==> config.mk <==
export PLATFORM = sky130hd
export DESIGN_NAME = ioq_ctrl_regs
export DESIGN_NICKNAME = d
export VERILOG_FILES = /design/src/rtl/ioq_regs_pkg.sv /design/src/rtl/ioq_regs_ctrl.sv /design/src/rtl/ioq_regs_data.sv /design/src/rtl/ioq_ctrl_regs.sv
export SDC_FILE = /design/constraint.sdc
export NUM_CORES = 1
export LEC_CHECK = 0
export ABC_CLOCK_PERIOD_IN_PS = 10600
export BUFFER_PORTS_ARGS = -buffer_cell sky130_fd_sc_hd__buf_2
export CORE_ASPECT_RATIO = 0.8
export CORE_MARGIN = 5
export CORE_UTILIZATION = 55
export CTS_BUF_LIST = sky130_fd_sc_hd__clkbuf_8
export CTS_CLUSTER_DIAMETER = 100
export CTS_CLUSTER_SIZE = 40
export DETAILED_ROUTE_END_ITERATION = 10
export PLACE_DENSITY = 0.85
export SYNTH_ARGS = -nofsm -noshare
export SYNTH_HDL_FRONTEND = slang
export SYNTH_SLANG_ARGS = --single-unit
==> constraint.sdc <==
create_clock -name clk -period 10.6 [get_ports clk]
set_clock_uncertainty 0.05 [all_clocks]
set_input_delay 2.12 -clock clk [delete_from_list [all_inputs] [get_ports clk]]
set_output_delay 2.12 -clock clk [all_outputs]
set_load 0.01 [all_outputs]
==> src/rtl/ioq_regs_pkg.sv <==
`timescale 1ns/1ps
package ioq_regs_pkg;
  localparam int NQ   = 3;
  localparam int QI_W = 2;
  localparam int NCAUSE = 4;
  localparam int CTRL_EN   = 0;
  localparam int CTRL_IE   = 1;
  localparam int CTRL_ACT  = 16;
  localparam int CTRL_BUSY = 17;
  localparam int PPN_LO_W  = 22;
  localparam logic [7:0] CAP_VERSION = 8'h10;

  typedef enum logic [3:0] {
    SEL_NONE, SEL_CAPLO, SEL_DIRLO, SEL_PEND, SEL_IVEC,
    SEL_BLO, SEL_BHI, SEL_PTR, SEL_CTRL
  } rdSel_e;

  typedef struct packed {
    logic          wrDir;
    logic          wrPend;
    logic          wrIvec;
    logic [NQ-1:0] wrBaseLo;
    logic [NQ-1:0] wrBaseHi;
    logic [NQ-1:0] wrPtr;
    rdSel_e        sel;
    logic [QI_W-1:0] qIdx;
  } strobe_t;
endpackage

==> src/rtl/ioq_regs_ctrl.sv <==
`timescale 1ns/1ps
module ioq_regs_ctrl
  import ioq_regs_pkg::*;
#(
  parameter int ADDR_W  = 8,
  parameter int ACK_LAT = 4
) (
  input  logic              clk,
  input  logic              rstN,
  input  logic              regValid,
  input  logic              regWrite,
  input  logic [ADDR_W-1:0] regAddr,
  input  logic [1:0]        wdataLow,
  output strobe_t           st,
  output logic [NQ-1:0]     qEn,
  output logic [NQ-1:0]     qIe,
  output logic [NQ-1:0]     qAct,
  output logic [NQ-1:0]     qBusy
);
  localparam int CNT_W = (ACK_LAT < 2) ? 1 : $clog2(ACK_LAT);

  logic          wr;
  logic [NQ-1:0] wrCtrl;

  always_comb begin
    int wIdx;
    int qOff;
    st      = '0;
    st.sel  = SEL_NONE;
    wrCtrl  = '0;
    wr      = regValid & regWrite;
    wIdx    = int'(regAddr >> 2);
    qOff    = wIdx - 8;
    if (regAddr[1:0] == 2'b00) begin
      if (wIdx == 0) st.sel = SEL_CAPLO;
      else if (wIdx == 2) begin st.sel = SEL_DIRLO; st.wrDir = wr; end
      else if (wIdx == 4) begin st.sel = SEL_PEND;  st.wrPend = wr; end
      else if (wIdx == 5) begin st.sel = SEL_IVEC;  st.wrIvec = wr; end
      else if (wIdx >= 8 && wIdx < 8 + 4 * NQ) begin
        st.qIdx = QI_W'(qOff >> 2);
        case (qOff & 3)
          0: begin st.sel = SEL_BLO;  st.wrBaseLo[qOff >> 2] = wr; end
          1: begin st.sel = SEL_BHI;  st.wrBaseHi[qOff >> 2] = wr; end
          2: begin st.sel = SEL_PTR;  st.wrPtr[qOff >> 2]    = wr; end
          default: begin st.sel = SEL_CTRL; wrCtrl[qOff >> 2] = wr; end
        endcase
      end
    end
  end

  for (genvar q = 0; q < NQ; q++) begin : gSeq
    logic [CNT_W-1:0] cnt;
    always_ff @(posedge clk) begin
      if (!rstN) begin
        qEn[q]   <= 1'b0;
        qIe[q]   <= 1'b0;
        qAct[q]  <= 1'b0;
        qBusy[q] <= 1'b0;
        cnt      <= '0;
      end else if (qBusy[q]) begin
        if (cnt == '0) begin
          qAct[q]  <= qEn[q];
          qBusy[q] <= 1'b0;
        end else begin
          cnt <= cnt - 1'b1;
        end
      end else if (wrCtrl[q]) begin
        qEn[q] <= wdataLow[CTRL_EN];
        qIe[q] <= wdataLow[CTRL_IE];
        if (wdataLow[CTRL_EN] != qAct[q]) begin
          qBusy[q] <= 1'b1;
          cnt      <= CNT_W'(ACK_LAT - 1);
        end
      end
    end
  end
endmodule

==> src/rtl/ioq_regs_data.sv <==
`timescale 1ns/1ps
module ioq_regs_data
  import ioq_regs_pkg::*;
#(
  parameter int NUM_VECS = 4,
  parameter int PPN_W    = 44,
  parameter int PTR_W    = 16,
  localparam int VEC_BITS = (NUM_VECS < 2) ? 1 : $clog2(NUM_VECS),
  localparam int PPN_HI_W = PPN_W - PPN_LO_W
) (
  input  logic              clk,
  input  logic              rstN,
  input  strobe_t           st,
  input  logic [31:0]       regWdata,
  input  logic [NCAUSE-1:0] irqSet,
  input  logic [NQ-1:0]     qEn,
  input  logic [NQ-1:0]     qIe,
  input  logic [NQ-1:0]     qAct,
  input  logic [NQ-1:0]     qBusy,
  output logic [31:0]       regRdata,
  output logic [NQ-1:0][PPN_W-1:0]  qBase,
  output logic [NQ-1:0][4:0]        qLog2Sz,
  output logic [NQ-1:0][PTR_W-1:0]  qPtr,
  output logic [NCAUSE-1:0][VEC_BITS-1:0] vecMap,
  output logic [NCAUSE-1:0] irqPending,
  output logic [3:0]        dirMode,
  output logic [PPN_LO_W-1:0] dirPpn
);
  for (genvar f = 0; f < NCAUSE; f++) begin : gVec
    always_ff @(posedge clk) begin
      if (!rstN) vecMap[f] <= '0;
      else if (st.wrIvec) vecMap[f] <= regWdata[f*4 +: VEC_BITS];
    end
  end

  for (genvar q = 0; q < NQ; q++) begin : gQueue
    always_ff @(posedge clk) begin
      if (!rstN) begin
        qBase[q]   <= '0;
        qLog2Sz[q] <= '0;
        qPtr[q]    <= '0;
      end else begin
        if (st.wrBaseLo[q]) begin
          qBase[q][PPN_LO_W-1:0] <= regWdata[31:10];
          qLog2Sz[q]             <= regWdata[4:0];
        end
        if (st.wrBaseHi[q]) qBase[q][PPN_W-1:PPN_LO_W] <= regWdata[PPN_HI_W-1:0];
        if (st.wrPtr[q])    qPtr[q] <= regWdata[PTR_W-1:0];
      end
    end
  end

  always_ff @(posedge clk) begin
    if (!rstN) begin
      dirMode    <= 4'd0;
      dirPpn     <= '0;
      irqPending <= '0;
    end else begin
      if (st.wrDir) begin
        dirMode <= regWdata[3:0];
        dirPpn  <= regWdata[31:10];
      end
      irqPending <= (irqPending & ~(st.wrPend ? regWdata[NCAUSE-1:0] : '0)) | irqSet;
    end
  end

  always_comb begin
    regRdata = '0;
    case (st.sel)
      SEL_CAPLO: regRdata = 32'(CAP_VERSION);
      SEL_DIRLO: regRdata = {dirPpn, 6'b0, dirMode};
      SEL_PEND:  regRdata = 32'(irqPending);
      SEL_IVEC:  for (int f = 0; f < NCAUSE; f++) regRdata[f*4 +: 4] = 4'(vecMap[f]);
      SEL_BLO:   regRdata = {qBase[st.qIdx][PPN_LO_W-1:0], 5'b0, qLog2Sz[st.qIdx]};
      SEL_BHI:   regRdata = 32'(qBase[st.qIdx][PPN_W-1:PPN_LO_W]);
      SEL_PTR:   regRdata = 32'(qPtr[st.qIdx]);
      SEL_CTRL: begin
        regRdata[CTRL_EN]   = qEn[st.qIdx];
        regRdata[CTRL_IE]   = qIe[st.qIdx];
        regRdata[CTRL_ACT]  = qAct[st.qIdx];
        regRdata[CTRL_BUSY] = qBusy[st.qIdx];
      end
      default: regRdata = '0;
    endcase
  end
endmodule

==> src/rtl/ioq_ctrl_regs.sv <==
`timescale 1ns/1ps
module ioq_ctrl_regs
  import ioq_regs_pkg::*;
#(
  parameter int ADDR_W   = 8,
  parameter int ACK_LAT  = 4,
  parameter int NUM_VECS = 4,
  parameter int PPN_W    = 44,
  parameter int PTR_W    = 16,
  localparam int VEC_BITS = (NUM_VECS < 2) ? 1 : $clog2(NUM_VECS)
) (
  input  logic              clk,
  input  logic              rstN,
  input  logic              regValid,
  input  logic              regWrite,
  input  logic [ADDR_W-1:0] regAddr,
  input  logic [31:0]       regWdata,
  output logic [31:0]       regRdata,
  input  logic [3:0]        irqSet,
  output logic [2:0][PPN_W-1:0] qBase,
  output logic [2:0][4:0]       qLog2Sz,
  output logic [2:0][PTR_W-1:0] qPtr,
  output logic [2:0]        qEnable,
  output logic [2:0]        qBusy,
  output logic [2:0]        qIrqEn,
  output logic [3:0][VEC_BITS-1:0] vecMap,
  output logic [3:0]        irqPending,
  output logic [3:0]        dirMode,
  output logic [21:0]       dirPpn
);
  strobe_t       st;
  logic [NQ-1:0] qEn;

  ioq_regs_ctrl #(.ADDR_W(ADDR_W), .ACK_LAT(ACK_LAT)) uCtrl (
    .clk(clk), .rstN(rstN), .regValid(regValid), .regWrite(regWrite),
    .regAddr(regAddr), .wdataLow(regWdata[1:0]), .st(st),
    .qEn(qEn), .qIe(qIrqEn), .qAct(qEnable), .qBusy(qBusy)
  );

  ioq_regs_data #(.NUM_VECS(NUM_VECS), .PPN_W(PPN_W), .PTR_W(PTR_W)) uData (
    .clk(clk), .rstN(rstN), .st(st), .regWdata(regWdata), .irqSet(irqSet),
    .qEn(qEn), .qIe(qIrqEn), .qAct(qEnable), .qBusy(qBusy),
    .regRdata(regRdata), .qBase(qBase), .qLog2Sz(qLog2Sz), .qPtr(qPtr),
    .vecMap(vecMap), .irqPending(irqPending), .dirMode(dirMode), .dirPpn(dirPpn)
  );
endmodule

==> results.cfg, run 1 <==
[clock_tree]
cts_resized = 0
cts_hold_buffers = 0
clk_pin_slew_ps = 220
numCtsBuffers = 10
root_buffer = clkbuf_8
clock-sinks = 251
cts_post_setup_buffers_inserted = 0
cts_max_path_buffers = 3
insertion_delay_ps = 550
cts_tree = yes
htree_levels = 1

[yosys]
synthCells = 1465
ys_ff_latch = 251
synth_fp_nets = 1523
postSynthAreaPerCell_um2 = 8.09
mappedNetlistArea_um2 = 11900
synth-async-reset-ratio = 0
synth_cell_type_count = 60
synth_edf_count = 0
synth_top_area_frac = 0.424
ys_warn_count = 0
synth_top_area_cell = dfxtp_1
ys_top_cells_by_area = dfxtp_1, nand2_1, a21boi_0
yosysSeqAreaShare = 0.424
synth-main-ff-cell = dfxtp_1

[sta]
hold_ws_ps = 433
slew_violations = 0
worst_slew_pin_slew_ps = 1230
setup_viol = 0
setup_tns_ps = 0
fin_crit_ps = 8120
fin_crit_sh = 0.766
relSlewSlack = 0.177
clock.fmax_mhz = 123
rsz0062_at_grt = no
hold_viol = 0

[finish]
num_antenna_cells = 0
drive_gt1_frac = 0.230
fill_cells = 1887
final_cell_area_um2 = 13800
final_cell_count_no_fill = 1986
areaGrowthSynthToFinish_pct = 16.1
utilization = 0.644
nets = 1767

[floorplan]
die_h_um = 141
core_um2 = 21400
die_width_um = 174
dieArea_um2 = 24600
rows = 48
initial_core_util = 0.554
pin_count = 322

[setup_path]
crit_type = primary input to primary output
cp.required_ps = 8430
crit_path_max_fanout = 19
cpMostUsedCell = buf_2
critical_path.max_stage_delay_ps = 660
start_kind = primary input
critPathCaptureType = primary output
crit_path_cell_trace = buf_2, inv_1, ha_1, nand3b_1, a221oi_1, nand2_1, a21oi_4, nor2_1, buf_4, a22oi_1, o2111ai_1, buf_2
reg2reg_slack_ps = 9080
crit_slowest_cell = a221oi_1
rr_startpoint = uCtrl.qBusy[0]
cp_data_arrival_time_ps = 5950
rr_worst_depth = 3
r2r_end = uCtrl.gSeq[0].cnt[0]

[drt]
vias = 12274
drtIter0Drc = 1527
antenna_left = 0
avgRoutedWirePerCell_um = 22.5
drc = 0
wl_um = 44600
viasPerCell = 6.18
first_pass_iters = 8

[hold_path]
hold_path_depth = 2
min_path_type = register to register
hold_end = uData.qPtr[25]
hp-start = uData.qPtr[25]

[placement]
dp.cells = 1972
port-buffer-count = 321
dpl-instance-area_um2 = 13600
globalplace.congestion = 0.951
dp_hpwl_um = 30700

[power]
ir_drop_uv = 77.3
p_clk_frac = 0.285
leakage_nw = 5.39
sequentialPowerShare = 0.646
p_switching_mw = 0.364
power_per_cell_area_nw_per_um2 = 107
swShare = 0.248
p_int_mw = 1.10
pwr-share-comb = 0.069

[run_status]
status = completed

[global_route]
grt_pass1_wl_um = 67400
grt_use_total = 0.343
grt_pass1_vias = 11611
antenna_found_initial = 0
gr-total-overflow = 0
grt_max_degree = 128

[flow_run]
max_cap_viol_count = 0
flip-flops by register name (all words and copies together) (netlist names), 4 cells and up:
register and count:
uCtrl.gSeq.cnt 6, uData.qBase 132, uData.qLog2Sz 15, uData.irqPending 4, uData.qPtr 48, uData.dirMode 4
uData.vecMap 8, uData.dirPpn 22
final cells by class:
class / count / area (um^2) / area share
clock buffers: 11 / 151 / 0.0110
clock inverters: 3 / 57.6 / 0.00418
inverters: 13 / 48.8 / 0.00354
multi-input cells: 1088 / 6350 / 0.461
flip-flops and latches: 251 / 5020 / 0.365
well taps: 275 / 344 / 0.0250
repair buffers: 345 / 1790 / 0.130
Yosys cell counts (all sizes together) (22+ instances only):
cell and instances:
nand2 505, dfxtp 251, a21boi 224, clkbuf 82, a22oi 53, nor2 36
mux2i 35, buf 31, a21oi 27, o21ai 26, nor2b 22, o2bb2ai 22
cells in the final DEF (no fill, tap or decap), drive strengths merged, types with 3 or more instances in the layout:
cell	n
nand2	505
buf	345
dfxtp	251
a21boi	224
a22oi	53
nor2	36
mux2i	35
a21oi	27
o21ai	26
nor2b	22
o2bb2ai	22
inv	13
mux2	12
nand3	11
clkbuf	11
ha	10
nand4	9
a221o	8
and2	7
o211a	6
nor3	6
a221oi	5
o22ai	5
a22o	5
and4	5
or2	4
o211ai	4
a21o	3
o32ai	3
mux4	3
xnor2	3
o21bai	3
worst max path at each step:
stage,start,to,slack [ps]
3_3_place_gp,regAddr[2],regRdata[9],2700
3_5_place_dp,regAddr[2],regRdata[9],2580
6_report,regAddr[2],regRdata[0],2480
2_1_floorplan,regAddr[5],regRdata[9],3580
5_1_grt,regAddr[3],regRdata[0],2200
4_1_cts,regAddr[2],regRdata[10],2570
metrics by stage:
step	setup WS, ps	total power, mW
final	2480	1.47
after global placement	2700	1.06
after global routing	2200	1.51
after detailed placement	2580	1.06
after floorplan	3580	1.03
after CTS	2570	1.47
per-layer routing:
layer,up-vias,wire (um),GRT usage
met5,-,0,0
met2,873,19400,0.529
met4,0,1880,0.132
met1,5794,17400,0.458
met3,125,5880,0.102
li1,5482,-,-
power by group through the flow:
stage	registers, mW	logic [mW]	clock network (mW)
after floorplan	0.967	0.0588	0
after global placement	0.967	0.0960	0
after detailed placement	0.967	0.0969	0
after CTS	0.948	0.0971	0.420
after global routing	0.950	0.105	0.452
final	0.949	0.101	0.419
logic make-up after synthesis:
kind of cell | count (synthesis) | share of synthesized area
flops | 251 | 0.424
simple gates | 616 | 0.215
mux | 50 | 0.0466
fa+ha+maj | 10 | 0.0106
compound gates | 409 | 0.259
buf+inv | 126 | 0.0434
xor+xnor | 3 | 0.00222
worst max-delay path, delay by kind of cell:
family | cells | cell delay, ps
compound gates | 4 | 1810
simple gates | 3 | 710
buf+inv | 4 | 680
fa+ha+maj | 1 | 640
No activity file was read; power rests on OpenSTA's default activity.
==> run 2: changes to the inputs <==
--- a/config.mk
+++ b/config.mk
@@ -5,7 +5,7 @@
 export SDC_FILE = /design/constraint.sdc
 export NUM_CORES = 1
 export LEC_CHECK = 0
-export ABC_CLOCK_PERIOD_IN_PS = 10600
+export ABC_CLOCK_PERIOD_IN_PS = 8300
 export BUFFER_PORTS_ARGS = -buffer_cell sky130_fd_sc_hd__buf_2
 export CORE_ASPECT_RATIO = 0.8
 export CORE_MARGIN = 5
==> constraint.sdc (replaced) <==
create_clock -name clk -period 8.3 [get_ports clk]
set_clock_uncertainty 0.05 [all_clocks]
set_input_delay 1.66 -clock clk [delete_from_list [all_inputs] [get_ports clk]]
set_output_delay 1.66 -clock clk [all_outputs]
set_load 0.01 [all_outputs]
==> results.cfg, run 2 (synthesis results as in run 1) <==
[clock_tree]
root_buffer = clkbuf_8
cts_post_setup_buffers_inserted = 0
insertion_delay_ps = 560
clk_pin_slew_ps = 230
clock-sinks = 251
htree_levels = 1
cts_resized = 0
cts_tree = yes
numCtsBuffers = 10
cts_hold_buffers = 0
cts_max_path_buffers = 3

[finish]
drive_gt1_frac = 0.231
final_cell_area_um2 = 13800
reg.largest.list = uData.qBase x132, uData.qPtr x48, uData.dirPpn x22
final_cell_count_no_fill = 1988
mostFrequentLayoutCell = nand2_1
areaGrowthSynthToFinish_pct = 16.2
layout.cells.most_common_list = nand2_1, buf_2, dfxtp_1
utilization = 0.644
nets = 1770
largest_reg_flops = 132
num_antenna_cells = 0
largest_register = uData.qBase

[power]
power_per_cell_area_nw_per_um2 = 135
total_power_mw = 1.86
leakage_nw = 5.40
ir_drop_uv = 143

[floorplan]
pin_count = 322
die_h_um = 141
rows = 48
initial_core_util = 0.554
dieArea_um2 = 24600
core_um2 = 21400
die_width_um = 174

[drt]
drc = 0
first_pass_iters = 5
vias = 12234
drtIter0Drc = 1533
antenna_left = 0
viasPerCell = 6.15
wl_um = 44700
avgRoutedWirePerCell_um = 22.5

[global_route]
antenna_found_initial = 0
met1_usage = 0.482
grt_pass1_vias = 11165
grt_max_degree = 118
gr-total-overflow = 0
met2_usage = 0.524
busiest_layer = met2
grt_use_met3 = 0.0882
grt_use_total = 0.345
grt_pass1_wl_um = 67500

[sta]
setup_ws_ps = 1120
clock.fmax_mhz = 139
hold_ws_ps = 430
relSlewSlack = 0.210
slew_violations = 0
setup_tns_ps = 0
fin_crit_ps = 7180
setup_viol = 0
fin_crit_sh = 0.865
hold_viol = 0
worst_slew_pin_slew_ps = 1180
rsz0062_at_grt = no

[setup_path]
crit_type = primary input to primary output
start_kind = primary input
reg2reg_slack_ps = 6800
cp_data_arrival_time_ps = 5470
critPathCaptureType = primary output
crit_path_max_fanout = 19
cp.required_ps = 6590

[hold_path]
min_path_type = register to register

[placement]
pre_cts_slack_ps = 1220
dpl-instance-area_um2 = 13600
dp.cells = 1975
globalplace.congestion = 0.978
dp_hpwl_um = 31100
port-buffer-count = 321

[flow_run]
max_cap_viol_count = 0

[run_status]
status = completed
[run 2: worst paths after layout]
check                   from                   end  cells after the start
max               regAddr[3]           regRdata[0]                     12
min          uData.qBase[43]       uData.qBase[43]                      2
max reg2reg   uCtrl.qBusy[0]  uCtrl.gSeq[0].cnt[1]                      3
min reg2reg  uData.qBase[43]       uData.qBase[43]                      2
[run 2: per-layer routing]
metal / wire (um) / vias to the layer above
met5: 0 / -
met4: 1880 / 0
met3: 5780 / 116
met2: 19300 / 819
met1: 17700 / 5801
li1: - / 5498
[run 2: worst max-delay path, stage by stage]
cell       delay, ps
buf_2            120
inv_1             80
ha_1             660
nand3b_1         310
a221oi_1         660
nand2_1          220
a21oi_4          660
nor2_1           180
buf_4            250
a22oi_1          180
o2111ai_1        260
buf_2            230
[run 2: where the power goes]
part,leakage [nW],switching [mW],internal (mW)
Combinational,3.28,0.0881,0.0414
Clock,0.0949,0.384,0.132
Sequential,2.02,0.00248,1.21
Total,5.40,0.474,1.38
[run 2: cell type report]
type | instances | area [um^2]
flip-flops and latches | 251 | 5020
multi-input cells | 1088 | 6350
repair buffers | 348 | 1820
well taps | 275 | 344
fillers | 1800 | 7600
clock inverters | 2 | 31.3
clock buffers | 11 | 151
inverters | 13 | 48.8
